File: config.mk
export PLATFORM = sky130hd
export DESIGN_NAME = prot_ret_stack
export DESIGN_NICKNAME = d
export VERILOG_FILES = /design/src/rtl/ras_pkg.sv /design/src/rtl/ras_ctrl.sv /design/src/rtl/ras_store.sv /design/src/rtl/ras_out.sv /design/src/rtl/prot_ret_stack.sv
export SDC_FILE = /design/constraint.sdc
export NUM_CORES = 1
export LEC_CHECK = 0
export ABC_AREA = 1
export BUFFER_PORTS_ARGS = -buffer_cell sky130_fd_sc_hd__buf_2
export CORE_MARGIN = 2
export CORE_UTILIZATION = 50
export CTS_CLUSTER_DIAMETER = 120
export CTS_CLUSTER_SIZE = 25
export DETAILED_ROUTE_END_ITERATION = 7
export PLACE_DENSITY = 0.81
export SETUP_SLACK_MARGIN = 0.5
export SYNTH_ARGS = -nofsm -noshare
export SYNTH_HDL_FRONTEND = slang
export SYNTH_HIERARCHICAL = 1
export SYNTH_SLANG_ARGS = --single-unit
File: constraint.sdc
create_clock -name clk_i -period 4.6 [get_ports clk_i]
set_clock_uncertainty 0.1 [all_clocks]
set_input_delay 0.92 -clock clk_i [delete_from_list [all_inputs] [get_ports clk_i]]
set_output_delay 0.92 -clock clk_i [all_outputs]
set_load 0.01 [all_outputs]
File: src/rtl/ras_pkg.sv
package ras_pkg;
  typedef enum logic [2:0] {
    FLT_NONE,
    FLT_ACCESS,
    FLT_TYPE,
    FLT_OVER,
    FLT_UNDER
  } flt_e;
endpackage

File: src/rtl/ras_ctrl.sv
module ras_ctrl #(
  parameter int unsigned TAG_W = 2,
  parameter logic [TAG_W-1:0] ADDR_TAG = TAG_W'(1)
) (
  input  logic             call_i,
  input  logic             ret_i,
  input  logic             push_i,
  input  logic             pop_i,
  input  logic             stk_wr_i,
  input  logic [TAG_W-1:0] tag_i,
  input  logic             full_i,
  input  logic             empty_i,
  output logic             wr_o,
  output logic             rd_o,
  output logic             sel_call_o,
  output ras_pkg::flt_e    flt_o
);
  import ras_pkg::*;

  logic [2:0] n_stb;
  assign n_stb = 3'($countones({call_i, ret_i, push_i, pop_i, stk_wr_i}));

  always_comb begin
    wr_o       = 1'b0;
    rd_o       = 1'b0;
    sel_call_o = 1'b0;
    flt_o      = FLT_NONE;
    if (n_stb > 3'd1) begin
      flt_o = FLT_ACCESS;
    end else if (stk_wr_i) begin
      flt_o = FLT_ACCESS;
    end else if (call_i) begin
      if (full_i) flt_o = FLT_OVER;
      else begin
        wr_o       = 1'b1;
        sel_call_o = 1'b1;
      end
    end else if (push_i) begin
      if (tag_i != ADDR_TAG) flt_o = FLT_TYPE;
      else if (full_i)       flt_o = FLT_OVER;
      else                   wr_o  = 1'b1;
    end else if (ret_i || pop_i) begin
      if (empty_i) flt_o = FLT_UNDER;
      else         rd_o  = 1'b1;
    end
  end
endmodule

File: src/rtl/ras_store.sv
module ras_store #(
  parameter int unsigned DEPTH = 16,
  parameter int unsigned AW    = 32,
  localparam int unsigned SPW  = $clog2(DEPTH + 1),
  localparam int unsigned IDXW = (DEPTH > 1) ? $clog2(DEPTH) : 1
) (
  input  logic           clk_i,
  input  logic           rst_ni,
  input  logic           wr_i,
  input  logic           rd_i,
  input  logic [AW-1:0]  wdata_i,
  output logic [AW-1:0]  top_o,
  output logic           full_o,
  output logic           empty_o,
  output logic [SPW-1:0] sp_o
);
  logic [AW-1:0]  mem [DEPTH];
  logic [SPW-1:0] sp_q;
  logic [IDXW-1:0] wr_idx, top_idx;

  assign wr_idx  = IDXW'(sp_q);
  assign top_idx = IDXW'(sp_q - SPW'(1));
  assign full_o  = (sp_q == SPW'(DEPTH));
  assign empty_o = (sp_q == '0);
  assign top_o   = empty_o ? '0 : mem[top_idx];
  assign sp_o    = sp_q;

  always_ff @(posedge clk_i or negedge rst_ni) begin
    if (!rst_ni)                    sp_q <= '0;
    else if (wr_i && !full_o)       sp_q <= sp_q + SPW'(1);
    else if (rd_i && !empty_o)      sp_q <= sp_q - SPW'(1);
  end

  for (genvar g = 0; g < DEPTH; g++) begin : g_ent
    always_ff @(posedge clk_i) begin
      if (wr_i && !full_o && wr_idx == IDXW'(g)) mem[g] <= wdata_i;
    end
  end

  AST_SP_BOUND: assert property (@(posedge clk_i) disable iff (!rst_ni)
    sp_q <= SPW'(DEPTH));
endmodule

File: src/rtl/ras_out.sv
module ras_out #(
  parameter int unsigned AW = 32
) (
  input  logic          clk_i,
  input  logic          rst_ni,
  input  logic          rd_i,
  input  logic [AW-1:0] top_i,
  input  ras_pkg::flt_e flt_i,
  output logic [AW-1:0] ret_addr_o,
  output logic          ret_valid_o,
  output logic          access_fault_o,
  output logic          type_fault_o,
  output logic          overflow_o,
  output logic          underflow_o
);
  import ras_pkg::*;

  always_ff @(posedge clk_i or negedge rst_ni) begin
    if (!rst_ni) begin
      ret_addr_o     <= '0;
      ret_valid_o    <= 1'b0;
      access_fault_o <= 1'b0;
      type_fault_o   <= 1'b0;
      overflow_o     <= 1'b0;
      underflow_o    <= 1'b0;
    end else begin
      ret_addr_o     <= rd_i ? top_i : '0;
      ret_valid_o    <= rd_i;
      access_fault_o <= (flt_i == FLT_ACCESS);
      type_fault_o   <= (flt_i == FLT_TYPE);
      overflow_o     <= (flt_i == FLT_OVER);
      underflow_o    <= (flt_i == FLT_UNDER);
    end
  end

  AST_UNDER_ZERO: assert property (@(posedge clk_i) disable iff (!rst_ni)
    underflow_o |-> (!ret_valid_o && ret_addr_o == '0));
  AST_ONE_RESULT: assert property (@(posedge clk_i) disable iff (!rst_ni)
    $onehot0({ret_valid_o, access_fault_o, type_fault_o, overflow_o, underflow_o}));
endmodule

File: src/rtl/prot_ret_stack.sv
module prot_ret_stack #(
  parameter int unsigned DEPTH = 16,
  parameter int unsigned AW    = 32,
  parameter int unsigned TAG_W = 2,
  parameter logic [TAG_W-1:0] ADDR_TAG = TAG_W'(1),
  localparam int unsigned SPW  = $clog2(DEPTH + 1)
) (
  input  logic             clk_i,
  input  logic             rst_ni,
  input  logic             call_i,
  input  logic             ret_i,
  input  logic             push_i,
  input  logic             pop_i,
  input  logic             stk_wr_i,
  input  logic [AW-1:0]    push_data_i,
  input  logic [TAG_W-1:0] push_tag_i,
  input  logic [AW-1:0]    call_npc_i,
  output logic [AW-1:0]    ret_addr_o,
  output logic             ret_valid_o,
  output logic             access_fault_o,
  output logic             type_fault_o,
  output logic             overflow_o,
  output logic             underflow_o
);
  import ras_pkg::*;

  logic          wr, rd, sel_call, full, empty;
  flt_e          flt;
  logic [AW-1:0] wdata, top;
  logic [SPW-1:0] sp;

  ras_ctrl #(.TAG_W(TAG_W), .ADDR_TAG(ADDR_TAG)) u_ctrl (
    .call_i(call_i), .ret_i(ret_i), .push_i(push_i), .pop_i(pop_i),
    .stk_wr_i(stk_wr_i), .tag_i(push_tag_i), .full_i(full), .empty_i(empty),
    .wr_o(wr), .rd_o(rd), .sel_call_o(sel_call), .flt_o(flt)
  );

  assign wdata = sel_call ? call_npc_i : push_data_i;

  ras_store #(.DEPTH(DEPTH), .AW(AW)) u_store (
    .clk_i(clk_i), .rst_ni(rst_ni), .wr_i(wr), .rd_i(rd), .wdata_i(wdata),
    .top_o(top), .full_o(full), .empty_o(empty), .sp_o(sp)
  );

  ras_out #(.AW(AW)) u_out (
    .clk_i(clk_i), .rst_ni(rst_ni), .rd_i(rd), .top_i(top), .flt_i(flt),
    .ret_addr_o(ret_addr_o), .ret_valid_o(ret_valid_o),
    .access_fault_o(access_fault_o), .type_fault_o(type_fault_o),
    .overflow_o(overflow_o), .underflow_o(underflow_o)
  );

  AST_ACCESS_KEEP: assert property (@(posedge clk_i) disable iff (!rst_ni)
    access_fault_o |-> sp == $past(sp));
  AST_TYPE_KEEP: assert property (@(posedge clk_i) disable iff (!rst_ni)
    type_fault_o |-> sp == $past(sp));
  AST_NO_OVERFLOW: assert property (@(posedge clk_i) disable iff (!rst_ni)
    overflow_o |-> (sp == $past(sp) && sp == SPW'(DEPTH)));
  AST_POP_SHRINK: assert property (@(posedge clk_i) disable iff (!rst_ni)
    ret_valid_o |-> $past(sp) == sp + SPW'(1));
  AST_MULTI_STB: assert property (@(posedge clk_i) disable iff (!rst_ni)
    ($countones({call_i, ret_i, push_i, pop_i, stk_wr_i}) > 1) |=> access_fault_o);
endmodule

==> run metrics, run 1 <==
mean area per synthesized cell=11.5 um2; Synth cell types=33; Clock Path Buffers=3; WL/cell=roughly 20 um; Critical Path AT=3.74 ns; Core Box Area=0.0455 mm2; max incr delay on CP=0.53 ns; CP Capture Type=register; Tcrit/Tclk final=between 70% and 80%; RSZ-0062 raised after global routing=no; via count=15301; postcts setup bufs=0; P_int=8.61 mW; Flop pwr share=39.0%; Crit Path Class=input pin to register; worst slew pin tran=1.20 ns; Num CTS Buffers=26; Avg Vias per Cell=5.68; fillers=3655; initial antenna violation count=0; top cell type's share of synthesized area=66.6%; commonest non-fill, non-tap cell in the layout=nand2_1; PwrDens=591 mW/mm2; # port buffers=109; Congestion Overflow GR=0; Final GP Congestion=0.817; largest net degree at the start of global routing=approximately 260; fmax=0.281 GHz; Slew headroom=between 10% and 20%; hpwl dp=a little under 30 mm; area post-placement=0.0241 mm2; clock latency on the worst-skew pair=0.59 ns; most frequent cells in the layout=nand2_1, edfxtp_1, nand3_1; post-route total power=14.7 mW; most area-consuming cells after synthesis=edfxtp_1, nand2_1, nand3_1; drc violations=0; Slew Viols, Final=0; Crit path max-delay family=simple AND/OR/NAND/NOR gates; layout cells sized above 1=11.2%; startpoint types=input pin; static leakage=9.57 nW; Pre-antenna DRT Iters=6; Crit path buffers/inverters=5; Seq/Total Area, Yosys=71.2%; clock-pin slew on the worst setup and hold paths=0.11 ns; GRT Total Usage=22.1%; Cell Area, Synth=0.0231 mm2; hold buffers post-CTS=0; sw frac=41.4%; CTS tree=yes; Worst IR Drop VDD=0.000759 V; Final Hold Fails=0; maxcap violations=0; FP Rows=78; ANT cells=0; synthesis-stage register bit count=554; die height=219 um; final WL=52.9 mm; combinational power share=43.3%; area grow syn2layout=7.67%; Initial Utilization=50.8%; fin worst setup slack=1.04 ns; CP max FO=22; syn_nets=2095; nets=2153; Antenna Nets Post-Route=0; die width=219 um; die area=0.0479 mm2; Yosys Warn Count=6; CTS H-tree depth=1; Final Cell Area=approximately 0.025 mm2; Post-Syn Instances=between 2000 and 2500; sw power=around 6.1 mW; status=finished clean; Fin Hold WS=around 0.3 ns; first-pass GRT wire length=81.9 mm; Final Setup Violations=0; vias in the first global route=15021; Clock power frac=17.7%; Top Ports=110; Setup WS pre-CTS=between 0.5 and 0.6 ns; area leader, netlist=edfxtp_1; Cell Chain, Critical Path=buf_2 > inv_2 > fa_1 > inv_1 > ha_1 > nand2_1 > nand3_2 > nor2_2 > o21ai_2 > inv_1 > nand2_1 > nor2_4 > buf_12; min-delay worst type=input pin to asynchronous set/reset pin; clk root buf=clkbuf_16; WP data required=4.78 ns; clock sink count=about 550; initial DRC count=2066; Crit-path slowest cell=fa_1; Resize count post-CTS=0; Final min period=3.56 ns
## synthesized netlist by cell type
cell type  number
nand2_1       731
edfxtp_1      512
nand3_1       358
nor2_1         83
a21oi_1        63
buf_2          55
inv_1          49
dfrtp_1        42
buf_6          27
buf_4          21
nand2_2        17
clkbuf_1       13
ha_1            6
nor3_1          5
xor2_1          5
clkbuf_8        3
inv_2           3
nor2_2          3
o21ai_1         3
inv_4           2
nor2_4          2
buf_12          1
clkinv_1        1
fa_1            1
inv_6           1
inv_8           1
nand3_2         1
nand3_4         1
nand3b_1        1
o21ai_0         1
o21ai_2         1
xor2_2          1
xor2_4          1
## sequential cells by signal, indices dropped and copies added, names as in the netlist
signal,flops
u_out/access_fault_o,1
u_out/overflow_o,1
u_out/ret_addr_o,32
u_out/ret_valid_o,1
u_out/type_fault_o,1
u_out/underflow_o,1
u_store/mem,512
u_store/sp_o,5
## power by group through the flow
stage,registers (mW),logic (mW),clock network (mW)
after global placement,5.84,6.07,0
final,5.73,6.36,2.60
after detailed placement,5.85,6.26,0
after floorplan,5.80,4.82,0
after global routing,5.75,6.99,2.81
after CTS,5.73,6.29,2.63
## worst reg2reg max path, cell delays in order (launching register included)
cell and delay (ns):
dfrtp_4 0.53, inv_6 0.33, ha_1 0.31, nand2_1 0.08
nand2_2 0.72, buf_4 0.48, nand3_1 0.16, nand3_1 0.12
nand2_1 0.09, nor2_1 0.15, nand2_1 0.07, inv_1 0.08
## layout make-up
class | count | area [um2] | share of cell area (%)
clock inverters | 2 | 23.8 | 0.0956
repair buffers | 150 | 928 | 3.73
flip-flops and latches | 554 | 16400 | 66.1
clock buffers | 46 | 747 | 3.00
multi-input cells | 1284 | 5740 | 23.1
well taps | 600 | 751 | 3.02
inverters | 57 | 234 | 0.941
## stage by stage
step                utilization, %  setup TNS [ns]  std cells
finish                        54.7               0       2693
global route                  54.7               0       2693
CTS                           54.7               0       2693
detailed placement            53.0               0       2645
global placement              53.0               0       2645
floorplan                        -          -42.85       2015
## logic make-up after synthesis
family / after synthesis / synth area share [%]
buffers and inverters: 177 / 4.67
AND/OR/NAND/NOR: 1202 / 21.9
AO/OA/AOI/OAI: 68 / 1.49
adder cells (fa/ha/maj): 7 / 0.412
XOR/XNOR: 7 / 0.379
flip-flops: 554 / 71.2
## path summary, 6_finish.rpt
path,cells past startpoint,to,startpoint,slack (ns)
worst max register to register,11,u_out/ret_addr_o[19]$_DFF_PN0_,u_store/sp_o[0]$_DFFE_PN0P_,1.32
max in group asynchronous,2,u_out/ret_addr_o[18]$_DFF_PN0_,rst_ni,3.29
worst min register to register,2,u_store/sp_o[4]$_DFFE_PN0P_,u_store/sp_o[4]$_DFFE_PN0P_,0.40
worst min-delay path,1,u_store/sp_o[4]$_DFFE_PN0P_,rst_ni,0.29
worst max-delay path,13,u_store/mem[1][27]$_DFFE_PP_,call_i,1.04
min in group clk_i,2,u_store/sp_o[4]$_DFFE_PN0P_,u_store/sp_o[4]$_DFFE_PN0P_,0.40
## routing by layer
layer / routed length, um / track usage [%] / part of all wire [%]
met5: 0 / 0 / 0
met4: 1890 / 8.00 / 3.6
met1: 20500 / 30.4 / 39
met3: 5280 / 2.74 / 10
met2: 25300 / 36.4 / 48
(Power assumes the default switching activity.)
==> run 2: changes to the inputs <==
--- a/config.mk
+++ b/config.mk
@@ -5,14 +5,14 @@
 export SDC_FILE = /design/constraint.sdc
 export NUM_CORES = 1
 export LEC_CHECK = 0
-export ABC_AREA = 1
+export ABC_AREA = 0
 export BUFFER_PORTS_ARGS = -buffer_cell sky130_fd_sc_hd__buf_2
 export CORE_MARGIN = 2
 export CORE_UTILIZATION = 50
 export CTS_CLUSTER_DIAMETER = 120
 export CTS_CLUSTER_SIZE = 25
 export DETAILED_ROUTE_END_ITERATION = 7
-export PLACE_DENSITY = 0.81
+export PLACE_DENSITY = 0.78
 export SETUP_SLACK_MARGIN = 0.5
 export SYNTH_ARGS = -nofsm -noshare
 export SYNTH_HDL_FRONTEND = slang
==> constraint.sdc (replaced) <==
create_clock -name clk_i -period 3.3 [get_ports clk_i]
set_clock_uncertainty 0.1 [all_clocks]
set_input_delay 0.66 -clock clk_i [delete_from_list [all_inputs] [get_ports clk_i]]
set_output_delay 0.66 -clock clk_i [all_outputs]
set_load 0.01 [all_outputs]
==> run 2 against run 1 <==
  * Synthesized cell count decreased by 49%
  * Die area decreased by 5.4%
  * Count of clock-buffer cells in the layout unchanged
  * Largest power group unchanged
  * Highest routed layer unchanged
  * Sequential share of layout area decreased by 2.1 points
  * Cell area increased by 3.2%
  * Global-route usage decreased by 0.092 points
  * Via count decreased by 27%
  * Largest cell class unchanged
  * Combinational power increased by 33%
  * Non-clock buffer count increased by 68
==> run metrics, run 2 <==
vias in the first global route=11221 (-25%); Num CTS Buffers=26 (unchanged); fmax=0.358 GHz; RSZ-0062 raised after global routing=yes; largest net degree at the start of global routing=45 (-83%); commonest non-fill, non-tap cell in the layout=edfxtp_1; Slew headroom=44.9% (+25 points); WP data required=3.49 ns (-1.29 ns); Tcrit/Tclk final=84.7%; FP Rows=76 (-2.6%); Slew Viols, Final=0 (unchanged); FF/Latch Area=0.0164 mm2 (unchanged); hold buffers post-CTS=0 (unchanged); hpwl dp=28.7 mm (-2.6%); top cell type's share of synthesized area=70.4% (+3.8 points); final WL=52.2 mm (-1.4%); startpoint types=input pin; syn_nets=1115 (-47%); via count=11210 (-27%); clock latency on the worst-skew pair=0.57 ns (-0.02 ns); # port buffers=109 (unchanged); maxcap violations=0 (unchanged); ANT cells=0 (unchanged); area post-placement=0.0241 mm2 (about the same); max reg flops=512 (unchanged); top_reg_cell synth=edfxtp_1; layout cells sized above 1=39.0% (+28 points); die width=213 um (-2.7%); placed cell count=1754 (-34%); PwrDens=781 mW/mm2 (+32%); GRT Total Usage=22.0% (-0.092 points); Cell Area, Synth=0.0218 mm2 (-5.5%); area leader, netlist=edfxtp_1; non-filler cells in the finished layout=1838 (-32%); Setup WS pre-CTS=-0.0874 ns (-0.593 ns); most frequent cell after synthesis=edfxtp_1; mean area per synthesized cell=21.1 um2 (+84%); Seq/Total Area, Yosys=75.3% (+4.1 points); fillers=2932 (-20%); Clock Path Buffers=3 (unchanged); die area=0.0453 mm2 (-5.4%); Synth cell types=46 (+39%); clock-pin slew on the worst setup and hold paths=0.10 ns (about the same); Yosys Warn Count=6 (unchanged); Final GP Congestion=0.760 (-6.9%); area of the multi-input gates=0.00545 mm2 (-5.2%); Final Setup Violations=0 (unchanged); static leakage=8.63 nW (-9.8%); initial DRC count=1162 (-44%); Critical Path AT=2.99 ns (-0.75 ns); drc violations=0 (unchanged); CTS tree=yes; Avg Vias per Cell=6.10 (+7.3%); Core Box Area=0.0431 mm2 (-5.3%); status=finished clean; Worst IR Drop VDD=0.000521 V (-31%); Initial Utilization=50.7% (-0.094 points); Congestion Overflow GR=0 (unchanged); Crit Path Class=input pin to register; most instantiated cells after synthesis=edfxtp_1, mux4_2, nor2_1; area grow syn2layout=17.6%; min-delay worst type=input pin to asynchronous set/reset pin; first-pass GRT wire length=72.0 mm (-12%); Final Hold Fails=0 (unchanged); Final min period=2.80 ns; EDFF count, synth=512 (unchanged); fin worst setup slack=0.503 ns (-0.539 ns); R2R cell count=9 (-2); Largest Register=u_store/mem; CTS H-tree depth=1 (unchanged); Top Ports=110 (unchanged); synthesis-stage register bit count=554 (unchanged); CP Capture Type=register; most area-consuming cells after synthesis=edfxtp_1, mux4_2, dfrtp_1; most frequent cells in the layout=edfxtp_1, mux4_2, buf_2; Post-synth ARST share=7.58% (unchanged); WL/cell=28.4 um (+44%); CP max FO=6 (-73%); Post-Syn Instances=1035 (-49%); Antenna Nets Post-Route=0 (unchanged); Pre-antenna DRT Iters=7 (+1); nets=1314 (-39%); clk root buf=clkbuf_16; clock sink count=554 (unchanged); die height=213 um (-2.7%); initial antenna violation count=0 (unchanged); worst slew pin tran=0.809 ns (-0.392 ns); Final Cell Area=0.0257 mm2 (+3.2%); TNS Setup=0 ns (unchanged)
-- run 2: path summary, 6_finish.rpt --
| kind | from | endpoint | slack [ns] |
|---|---|---|---|
| setup reg to reg | u_store/sp_o[0]$_DFFE_PN0P_ | u_out/ret_addr_o[9]$_DFF_PN0_ | 0.56 |
| min in group clk_i | call_npc_i[11] | u_store/mem[5][11]$_DFFE_PP_ | 0.39 |
| hold reg to reg | u_store/sp_o[1]$_DFFE_PN0P_ | u_store/sp_o[1]$_DFFE_PN0P_ | 0.64 |
| setup / recovery | ret_i | u_store/mem[1][22]$_DFFE_PP_ | 0.50 |
| hold / removal | rst_ni | u_out/ret_addr_o[24]$_DFF_PN0_ | 0.03 |
| max in group asynchronous | rst_ni | u_out/ret_addr_o[6]$_DFF_PN0_ | 2.32 |
-- run 2: critical path, cell delays in order --
cell       delay [ns]
buf_8            0.08
inv_4            0.03
fa_1             0.56
inv_2            0.05
ha_4             0.21
a211oi_2         0.22
nand2_2          0.10
nor3_4           0.20
buf_12           0.15
buf_8            0.12
nand3_4          0.11
nor2_4           0.14
buf_12           0.16
clkbuf_16        0.18
-- run 2: logic make-up after synthesis --
| group | count (synthesis) | synth area share, % |
|---|---|---|
| flops | 554 | 75.3 |
| mux | 196 | 16.9 |
| simple gates | 153 | 3.51 |
| buf+inv | 71 | 1.79 |
| compound gates | 49 | 1.80 |
| fa+ha+maj | 7 | 0.436 |
| xor+xnor | 5 | 0.287 |
-- run 2: final cells by class --
class                           count  share of cell area (%)
Multi-Input combinational cell    419                    21.2
Clock inverter                      1                   0.117
Clock buffer                       46                    2.91
Inverter                           15                   0.278
Timing Repair Buffer              218                    8.58
Sequential cell                   554                    64.0
Tap cell                          585                    2.85
-- run 2: timing repair --
action | CTS | global route
pin swaps | 0 | 8
buffers inserted | 2 | 13
gates resized for setup | 14 | 36
endpoints found under the setup margin | 34 | 814
gates cloned | 3 | 19
-- run 2: routing by layer --
| layer | track usage [%] | share of wire [%] | vias to the layer above |
|---|---|---|---|
| li1 | - | - | 4614 |
| met1 | 29.6 | 37 | 5894 |
| met2 | 38.4 | 52 | 596 |
| met3 | 1.79 | 7.4 | 106 |
| met4 | 6.97 | 3.7 | 0 |
| met5 | 0 | 0 | - |
-- run 2: through the flow --
stage                     total power [mW]  hold slack (ns)  util (%)
after detailed placement              15.8            0.620      56.0
final                                 20.1           0.0295      59.6
after global placement                15.7            0.603      56.0
after CTS                             19.8           0.0518      58.1
after floorplan                       13.7            0.264         -
after global routing                  20.8           0.0748      59.6
-- run 2: power by group --
part / total, mW / switching [mW] / internal, mW
Combinational: 8.44 / 4.38 / 4.06
Sequential: 7.96 / 0.0956 / 7.87
Clock: 3.64 / 2.08 / 1.57
Total: 20.1 / 6.55 / 13.5
